<file path="src/rtl/erp_pkg.sv">
package erp_pkg;
   // Verdict outputs packed as {page_done, erased, uncorrectable}
   typedef struct packed {
      logic done;
      logic erased;
      logic uncor;
   } erp_verdict_t;
endpackage

</file>
<file path="src/rtl/erp_zero_counter.sv">
module erp_zero_counter #(
   parameter int BEAT_W = 32,
   parameter int CNT_W  = 18
) (
   input  logic              clk,
   input  logic              rst,
   input  logic              valid,
   input  logic              first,
   input  logic [BEAT_W-1:0] data,
   output logic [CNT_W-1:0]  total_now
);
   localparam int ZW = $clog2(BEAT_W + 1);
   localparam logic [CNT_W-1:0] CNT_MAX = {CNT_W{1'b1}};

   generate
      if (BEAT_W < 1) begin : g_bad_beat
         $error("BEAT_W must be positive");
      end
      if (CNT_W < ZW) begin : g_bad_cnt
         $error("CNT_W too narrow for one beat");
      end
   endgenerate

   logic [BEAT_W-1:0] zbit;
   logic [ZW-1:0]     zeros;
   logic [CNT_W-1:0]  acc_q;
   logic [CNT_W-1:0]  base;
   logic [CNT_W:0]    sum_ext;

   genvar gi;
   generate
      for (gi = 0; gi < BEAT_W; gi++) begin : g_zbit
         assign zbit[gi] = ~data[gi];
      end
   endgenerate

   always_comb begin
      zeros = '0;
      for (int i = 0; i < BEAT_W; i++) begin
         zeros = zeros + ZW'(zbit[i]);
      end
   end

   assign base    = first ? '0 : acc_q;
   assign sum_ext = {1'b0, base} + (CNT_W+1)'(zeros);
   assign total_now = sum_ext[CNT_W] ? CNT_MAX : sum_ext[CNT_W-1:0];

   always_ff @(posedge clk) begin
      if (rst)        acc_q <= '0;
      else if (valid) acc_q <= total_now;
   end

   p_sat_hold_r2: assert property (@(posedge clk) disable iff (rst)
      (valid && !first && acc_q == CNT_MAX) |=> acc_q == CNT_MAX);

   p_first_clears_r1: assert property (@(posedge clk) disable iff (rst)
      (valid && first) |=> acc_q <= CNT_W'(BEAT_W));

   p_no_wrap_r2: assert property (@(posedge clk) disable iff (rst)
      (valid && !first) |=> acc_q >= $past(acc_q));
endmodule

</file>
<file path="src/rtl/erp_verdict.sv">
module erp_verdict
   import erp_pkg::*;
(
   input  logic         clk,
   input  logic         rst,
   input  logic         end_stb,
   input  logic         blank,
   input  logic         ecc_en,
   input  logic         ecc_done,
   input  logic         ecc_uncor,
   output erp_verdict_t vout
);
   logic pend_q;
   logic held_q;
   logic release_now;
   logic direct_now;

   assign release_now = pend_q & ecc_done;
   assign direct_now  = end_stb & ~ecc_en;

   always_ff @(posedge clk) begin
      if (rst) begin
         vout   <= '0;
         pend_q <= 1'b0;
         held_q <= 1'b0;
      end else begin
         vout <= '0;
         if (release_now) begin
            vout.done   <= 1'b1;
            vout.erased <= held_q & ecc_uncor;
            vout.uncor  <= ~held_q & ecc_uncor;
         end else if (direct_now) begin
            vout.done   <= 1'b1;
            vout.erased <= blank;
         end
         if (end_stb && ecc_en) begin
            pend_q <= 1'b1;
            held_q <= blank;
         end else if (release_now) begin
            pend_q <= 1'b0;
         end
      end
   end

   p_exclusive_r8: assert property (@(posedge clk) disable iff (rst)
      !(vout.erased && vout.uncor));

   p_evt_with_done_r8: assert property (@(posedge clk) disable iff (rst)
      (vout.erased || vout.uncor) |-> vout.done);

   p_release_r5: assert property (@(posedge clk) disable iff (rst)
      (pend_q && ecc_done) |=> vout.done);

   p_noecc_no_uncor_r4: assert property (@(posedge clk) disable iff (rst)
      (direct_now && !pend_q) |=> (vout.done && !vout.uncor));

   p_stray_done_r9: assert property (@(posedge clk) disable iff (rst)
      (ecc_done && !pend_q && !direct_now) |=> !vout.done);
endmodule

</file>
<file path="src/rtl/erased_page_detector.sv">
module erased_page_detector
   import erp_pkg::*;
#(
   parameter int BEAT_W = 32,
   parameter int CNT_W  = 18
) (
   input  logic              clk,
   input  logic              rst,
   input  logic              beat_valid,
   input  logic              beat_first,
   input  logic              beat_last,
   input  logic [BEAT_W-1:0] beat_data,
   input  logic [CNT_W-1:0]  erase_thresh,
   input  logic              ecc_enable,
   input  logic              ecc_done,
   input  logic              ecc_uncorrectable,
   output logic              page_done,
   output logic              erased_evt,
   output logic              uncor_evt
);
   logic [CNT_W-1:0] total_now;
   logic             end_stb;
   logic             blank;
   erp_verdict_t     vout;

   erp_zero_counter #(.BEAT_W(BEAT_W), .CNT_W(CNT_W)) u_cnt (
      .clk       (clk),
      .rst       (rst),
      .valid     (beat_valid),
      .first     (beat_first),
      .data      (beat_data),
      .total_now (total_now)
   );

   assign end_stb = beat_valid & beat_last;
   assign blank   = total_now < erase_thresh;

   erp_verdict u_vrd (
      .clk       (clk),
      .rst       (rst),
      .end_stb   (end_stb),
      .blank     (blank),
      .ecc_en    (ecc_enable),
      .ecc_done  (ecc_done),
      .ecc_uncor (ecc_uncorrectable),
      .vout      (vout)
   );

   assign page_done  = vout.done;
   assign erased_evt = vout.erased;
   assign uncor_evt  = vout.uncor;

   p_reset_quiet_r10: assert property (@(posedge clk)
      $past(rst) |-> !(page_done || erased_evt || uncor_evt));
endmodule

</file>
<file path="config.mk">
export PLATFORM = sky130hd
export DESIGN_NAME = erased_page_detector
export DESIGN_NICKNAME = d
export VERILOG_FILES = /design/src/rtl/erp_pkg.sv /design/src/rtl/erp_zero_counter.sv /design/src/rtl/erp_verdict.sv /design/src/rtl/erased_page_detector.sv
export SDC_FILE = /design/constraint.sdc
export NUM_CORES = 1
export LEC_CHECK = 0
export ABC_AREA = 0
export BUFFER_PORTS_ARGS = -buffer_cell sky130_fd_sc_hd__buf_2
export CORE_ASPECT_RATIO = 0.9
export CORE_MARGIN = 2
export CORE_UTILIZATION = 40
export DETAILED_ROUTE_END_ITERATION = 10
export SETUP_SLACK_MARGIN = 0.02
export SLEW_MARGIN = 20
export SYNTH_ARGS = -nofsm -noshare
export SYNTH_HDL_FRONTEND = slang
export SYNTH_SLANG_ARGS = --single-unit
</file>
<file path="constraint.sdc">
create_clock -name clk -period 17.5 [get_ports clk]
set_clock_uncertainty 0.2 [all_clocks]
set_input_delay 1.75 -clock clk [delete_from_list [all_inputs] [get_ports clk]]
set_output_delay 1.75 -clock clk [all_outputs]
set_load 0.01 [all_outputs]
</file>
# Yosys cells after proc, flatten, opt, wreduce, memory -nomap -nowiden
# Cells that the tools add are included.
# W data, S select, Z words.
classes:
  magnitude_cmp: 1
  n_mux: 6
  bitwise_logic: 40
  n_addsub: 32
  n_reduce_logical: 3
ops:
  columns: ["op", "count"]
  rows:
  - ["$add A6 B1 Y6", 30]
  - ["$mux W18", 2]
  - ["$not A1 Y1", 35]
  - ["$add A18 B6 Y19", 1]
  - ["$lt A18 B18 Y1", 1]
  - ["$and A1 B1 Y1", 5]
  - ["$mux W2", 2]
  - ["$add A1 B1 Y2", 1]
  - ["$mux W1", 2]
  - ["$reduce_bool A2 Y1", 1]
  - ["$reduce_or A2 Y1", 1]
  - ["$logic_and A1 B1 Y1", 1]
word_totals:
  out_inout_bits: 3
  register_bits: 23
  input_bits: 58
  word_cells: 88

# Logic depth before layout (Yosys ltp)
# Gate-level depths: netlist of the first run.
depth:
  ltp_word: 37
  mapped_depth: 30
  mapped_depth_nobuf: 28

# Cells and area by module
# From an unflattened synthesis of the first run, not the netlist that was laid out.
unflattened:
  cells_unflattened: 351
  area_unflattened_um2: 3076.7
modules_own_cells:
  columns: ["module", "seq_area_each_um2", "cells_each", "area_each_um2", "n_inst"]
  rows:
  - ["erp_zero_counter", 360.3, 275, 2424.8, 1]
  - ["erased_page_detector", 0.0, 58, 447.9, 1]
  - ["erp_verdict", 100.1, 18, 203.9, 1]

# Worst setup path after synthesis of the first run
# No wires, ideal clock.
synth_path:
  path_type: "input port to flip-flop"
  from: "input beat_data[0]"
  to: "register u_vrd.held_q"
  path_slack_ns: 8.598
  path_buffers: 3
  t_required_ns: 17.213
  setup_time_ns: 0.087
  arrival_ns: 8.615
  path_stages: 27
  path_cell_list: "inv_1 -> ha_1 -> fa_1 -> fa_1 -> fa_1 -> fa_1 -> fa_1 -> fa_1 -> fa_1 -> fa_1 -> a21o_1 -> a21oi_1 -> xnor2_1 -> ha_1 -> a21oi_2 -> o21a_1 -> buf_6 -> a211o_2 -> buf_6 -> buf_2 -> nand2_1 -> ha_1 -> a211o_1 -> o211ai_1 -> o211a_1 -> nand2_1 -> o31ai_1"
synth_between:
  elab_chain_cells: 35
synth_rtl:
  columns: ["item", "line_no", "rtl"]
  rows:
  - ["start: declaration", "erased_page_detector.sv:12", "input logic [BEAT_W-1:0] beat_data,"]
  - ["$not A1 Y1", "erp_zero_counter.sv:33", "assign zbit[gi] = ~data[gi];"]
  - ["$add A1 B1 Y2", "erp_zero_counter.sv:40", "zeros = zeros + ZW'(zbit[i]);"]
  - ["$add A6 B1 Y6 (30 in series)", "erp_zero_counter.sv:40", null]
  - ["$add A18 B6 Y19", "erp_zero_counter.sv:45", "assign sum_ext = {1'b0, base} + (CNT_W+1)'(zeros);"]
  - ["$mux W18", "erp_zero_counter.sv:46", "assign total_now = sum_ext[CNT_W] ? CNT_MAX : sum_ext[CNT_W-1:0];"]
  - ["net total_now[15]", "erased_page_detector.sv:21", "logic [CNT_W-1:0] total_now;"]
  - ["$lt A18 B18 Y1", "erased_page_detector.sv:36", "assign blank = total_now < erase_thresh;"]
  - ["end signal: assignment", "erp_verdict.sv:38", "held_q <= blank;"]
  - ["end: declaration", "erp_verdict.sv:14", "logic held_q;"]
# The timed path passes the listed nets, and every way through them passes these cells.
# A chain may end at the register's enable or synchronous reset.

# Worst setup path after layout of the first run
# Same ends and word-level chain as after synthesis.

==> impl_metrics.toml, run 1 <==
[logic_synthesis]
synth_cell_types = 55
synth_commonest_cells = "inv_1 (79), ha_1 (31), fa_1 (25), nand2_1 (25), dfxtp_1 (23)"
syn_nets = 490
synthDominantCellAreaShare_pct = 16.40
ys_seq_elements = 23
synth_ff_type = "dfxtp_1"
synth_warnings = 0
synthArstFlopShare_pct = 0
synth_largest_area_cell = "fa_1"
yosysMostFrequentCell = "inv_1"
synth_cells = 376
yosys-top-cells-area = "fa_1 (16%), dfxtp_1 (15%), ha_1 (13%)"
syn_avg_cell_area_um2 = 8.116
ys_seq_area_share_pct = 15.09
synth_area_um2 = 3052
synth_edf_count = 0

[min_path]
hold_class = "flop to flop"
hold_path_end = "u_cnt.acc_q[3]$_SDFFE_PP0P_"
min_path_cells = 2
worstHoldStart = "u_cnt.acc_q[3]$_SDFFE_PP0P_"

[floorplan]
core_um2 = 7470
chipHeight_um = 86.86
ios = 61
die_w_um = 96.07
die_area_um2 = 8345
start_util_pct = 40.85
num_rows = 30

[clocking]
cts_resized = 0
path_clk_slew_ns = 0.09
insertion_delay_ns = 0.27
cts_root_buf = "clkbuf_8"
cts_buffer_depth = 2
cts.sinks = 23
hold_buffers = 0
cts_max_level = 1
cts_made_buffers = 3
tritoncts = "done"
cts_setup_buffers = 0

[grt]
grt_pass1_vias = 2723
grt_pass1_wl_um = 12160
antenna_found_initial = 0
grt_max_degree = 36
gr-total-overflow = 0
grtUsageTotal_pct = 18.09

[pwr]
peakVddDrop_v = 0.0001223
finalPower_mw = 0.7250
leakagePower_nw = 1.703
powerDensity_nw_per_um2 = 210.9

[final_layout]
final_util_pct = 46.03
layout-drive-gt1-share_pct = 18.22
diodes = 0
nFillCells = 765
multi_input_area_um2 = 2215
nets = 543
area_growth_pct = 12.67
seqCellArea_um2 = 460.4

[timing]
tns_ns = 0
fin_crit_ns = 9.565
tightest_slew_ns = 0.7763
post-route-worst-setup-slack_ns = 7.935
max_freq_mhz = 104.6
post-route-period-util_pct = 54.65
maxSlewHeadroom_pct = 48.02
rsz0062_at_grt = "false"
slew_viol_final = 0
whs_ns = 0.2713
finalHoldViolations = 0
setup_viol_count_final = 0

[route]
routedWlPerCell_um = 13.45
via_count = 2707
ant_nets = 0
drt_iter0_markers = 192
drc = 0
vias_per_cell = 5.166
wl_um = 7047
firstDrtPassIters = 5

[placement]
place_congestion = 0.8730
portBuffers = 60
dpl.hpwl_um = 5827
place_ws_ns = 7.625

[critical_path]
path_delay_family = "adder cells"
rr_worst_depth = 15
end_kind = "flop"
critical_path.max_stage_delay_ns = 0.67
crit_top_cell = "fa_1"
cp.arrival_ns = 9.55
crit_required_ns = 17.49
cp_num_buf_inv = 2
crit_path_top_delay_cell = "o211ai_1"
critPathKind = "input port to flop"
rrSetupSlack_ns = 13.41
start_kind = "input port"
cp_num_cells = 26
cp_max_fo = 11
reg2reg_to = "u_vrd.held_q$_SDFFE_PP0P_"
r2r_start = "u_cnt.acc_q[0]$_SDFFE_PP0P_"

[job]
max_cap_violations = 0

[outcome]
outcome = "finished clean"
==> kinds of logic (layout without fill, tap and decap cells) <==
kind of cell             after synthesis  count (layout)  share of synthesized area, %
flip-flops                            23              23                         15.09
XOR/XNOR                              14              14                         4.018
AO/OA/AOI/OAI                         89              89                         22.26
adder cells (fa/ha/maj)               56              56                         29.11
buffers and inverters                 91             143                         12.34
AND/OR/NAND/NOR                      103             103                         17.18
==> power breakdown <==
part | internal, mW | leakage [nW] | switching, mW
Combinational | 0.274 | 1.49 | 0.354
Clock | 0.0160 | 0.0255 | 0.0191
Sequential | 0.0591 | 0.187 | 0.00278
==> per-stage QoR <==
stage | instances | instance area (um2)
after floorplan | 376 | 3052
after CTS | 524 | 3438
after global placement | 520 | 3392
after detailed placement | 520 | 3392
after global routing | 524 | 3438
final | 524 | 3438
==> sequential cells by signal, indices dropped and copies added, names as in the netlist <==
register / flops
u_vrd.vout: 3
u_vrd.pend_q: 1
u_cnt.acc_q: 18
u_vrd.held_q: 1
==> layout make-up <==
type / count / area share, %
Clock buffer: 3 / 1.201
Multi-Input combinational cell: 262 / 64.41
Tap cell: 96 / 3.493
Clock inverter: 1 / 0.1456
Sequential cell: 23 / 13.39
Inverter: 79 / 8.624
Timing Repair Buffer: 60 / 8.734
==> how the worst max path moves through the flow <==
stage                             from                   endpoint  slack (ns)
after floorplan           beat_data[0]  u_vrd.held_q$_SDFFE_PP0P_        8.60
after global placement    beat_data[0]  u_vrd.held_q$_SDFFE_PP0P_        7.78
after detailed placement  beat_data[0]  u_vrd.held_q$_SDFFE_PP0P_        7.62
after CTS                 beat_data[0]  u_vrd.held_q$_SDFFE_PP0P_        7.93
after global routing      beat_data[0]   u_vrd.vout[1]$_SDFF_PP0_        7.42
final                     beat_data[0]  u_vrd.held_q$_SDFFE_PP0P_        7.94
==> layout by cell type (no fill, tap or decap), types with 7 or more instances in the layout <==
cell type	Yosys	final
nor2b_1	8	8
nor2_1	21	21
nand2_1	25	25
nor3_1	9	9
a311oi_1	7	7
ha_1	31	31
a21oi_1	18	18
nand4_1	9	9
dfxtp_1	23	23
inv_1	79	79
nand2b_1	8	8
fa_1	25	25
buf_2	1	60
xnor2_1	12	12
o21ai_0	16	16
==> worst reg2reg max path, delay by kind of cell (launching register included) <==
kind | cells | cell delay (ns)
fa+ha+maj | 3 | 0.87
simple gates | 3 | 0.51
flops | 1 | 0.33
compound gates | 8 | 2.01
buf+inv | 1 | 0.07
==> layer usage <==
| layer | track usage, % | vias to the layer above | wire (um) |
|---|---|---|---|
| met5 | 0 | - | 0 |
| met4 | 3.117 | 0 | 42 |
| met3 | 2.165 | 4 | 444 |
| met2 | 28.85 | 79 | 3121 |
| met1 | 26.58 | 1247 | 3439 |
| li1 | - | 1377 | - |
Power figures use the tool's default switching activity.
==> run 2, diff against run 1 <==
==> constraint.sdc (replaced) <==
create_clock -name clk -period 7.8 [get_ports clk]
set_clock_uncertainty 0.2 [all_clocks]
set_input_delay 0.78 -clock clk [delete_from_list [all_inputs] [get_ports clk]]
set_output_delay 0.78 -clock clk [all_outputs]
set_load 0.01 [all_outputs]
==> impl_metrics.toml, run 2 (synthesis results as in run 1) <==
[min_path]
min_path_cells = 2
hold_class = "flop to flop"

[final_layout]
largest_reg_flops = 18
layout-drive-gt1-share_pct = 30.34
nets = 583
final_common_cell = "inv_1"
reg_top3 = "u_cnt.acc_q: 18 flops, u_vrd.vout: 3 flops"
diodes = 0
layout_common_cells = "inv_1 (77), buf_2 (58), buf_4 (38)"
fin_area_um2 = 3895
nFillCells = 723
regMostFlops = "u_cnt.acc_q"
area_growth_pct = 27.63

[pwr]
finalPower_mw = 1.976
peakVddDrop_v = 0.0003232
powerDensity_nw_per_um2 = 507.2
leakagePower_nw = 1.923

[critical_path]
crit_top_cell = "fa_1"
crit_path_top_delay_cell = "fa_1"
critical_path.max_stage_delay_ns = 0.53
start_kind = "input port"
path_delay_family = "adder cells"
crit_required_ns = 7.80
cp_num_cells = 27
end_kind = "flop"
cp_max_fo = 8
cp_num_buf_inv = 3
critPathKind = "input port to flop"
rr_worst_depth = 15
cp.arrival_ns = 7.63

[timing]
whs_ns = 0.2781
post-route-period-util_pct = 97.87
fin_crit_ns = 7.634
tightest_slew_ns = 0.5729
setup_viol_count_final = 0
maxSlewHeadroom_pct = 61.80
max_freq_mhz = 131.0
rsz0062_at_grt = "true"
slew_viol_final = 0
finalHoldViolations = 0

[job]
max_cap_violations = 0

[floorplan]
start_util_pct = 40.85
die_area_um2 = 8345
num_rows = 30
ios = 61
chipHeight_um = 86.86
core_um2 = 7470
die_w_um = 96.07

[placement]
place_congestion = 0.9408
place_area_um2 = 3645
dpl.hpwl_um = 6092
portBuffers = 60

[route]
via_count = 2882
firstDrtPassIters = 5
drt_iter0_markers = 233
vias_per_cell = 5.110
drc = 0
routedWlPerCell_um = 13.49
wl_um = 7607
ant_nets = 0

[clocking]
cts_root_buf = "clkbuf_8"
path_clk_slew_ns = 0.09
hold_buffers = 0
cts.sinks = 23
insertion_delay_ns = 0.28
cts_buffer_depth = 2
tritoncts = "done"
cts_made_buffers = 3
cts_max_level = 1

[grt]
antenna_found_initial = 0
grtUsageTotal_pct = 18.89
grt_max_degree = 36
gr-total-overflow = 0
grt_pass1_vias = 2737
grt_pass1_wl_um = 12600

[outcome]
outcome = "finished clean"
[run 2: cell count changes in the layout (fill, tap and decap cells not counted), sizes merged]
cell  before  now
buf       60  100
[run 2: worst register-to-register path: cells and delay by family, from the launching register on]
kind	cells	cell delay, ns
AND/OR/NAND/NOR	4	0.59
AO/OA/AOI/OAI	6	1.42
adder cells (fa/ha/maj)	3	0.74
buffers and inverters	2	0.25
flip-flops	1	0.34
[run 2: per-layer routing]
layer	up-vias	routed length (um)	track usage, %
li1	1458	-	-
met1	1331	3823	28.74
met2	88	3236	28.91
met3	5	500	2.944
met4	0	47	2.338
met5	-	0	0
[run 2: area by class of cell]
type	instances	area, um2	area share (%)
Multi-Input combinational cell	262	2346	60.23
Clock buffer	3	41.29	1.060
Tap cell	96	120.1	3.084
Clock inverter	1	5.005	0.1285
Sequential cell	23	460.4	11.82
Inverter	79	301.5	7.742
Timing Repair Buffer	100	620.6	15.93
[run 2: power breakdown]
| part | leakage, nW | internal, mW | switching (mW) | total, mW |
|---|---|---|---|---|
| registers | 0.187 | 0.133 | 0.00714 | 0.140 |
| logic | 1.71 | 0.865 | 0.889 | 1.75 |
| clock network | 0.0255 | 0.0359 | 0.0455 | 0.0814 |
[run 2: worst paths after layout]
path	end	from	slack, ns
setup / recovery	u_vrd.held_q$_SDFFE_PP0P_	beat_data[1]	0.17
setup reg to reg	u_vrd.held_q$_SDFFE_PP0P_	u_cnt.acc_q[0]$_SDFFE_PP0P_	4.19
hold / removal	u_cnt.acc_q[5]$_SDFFE_PP0P_	u_cnt.acc_q[5]$_SDFFE_PP0P_	0.28
hold reg to reg	u_cnt.acc_q[5]$_SDFFE_PP0P_	u_cnt.acc_q[5]$_SDFFE_PP0P_	0.28
[run 2: repair_timing]
item                                    in CTS  in global routing
pin swaps                                    5                 18
gates resized for setup                      4                 30
setup buffers                                3                  4
endpoints found under the setup margin       2                  2
cloned                                       0                  0
[run 2: through the flow]
step	utilization, %	setup slack (ns)	TNS (ns)	instances
finish	52.14	0.1659	0	564
global route	52.14	-0.1065	-0.1288	564
CTS	49.88	0.03096	0	560
detailed placement	48.79	-0.3625	-0.6908	553
global placement	48.79	-0.2255	-0.4224	553
floorplan	-	0.04521	0	376
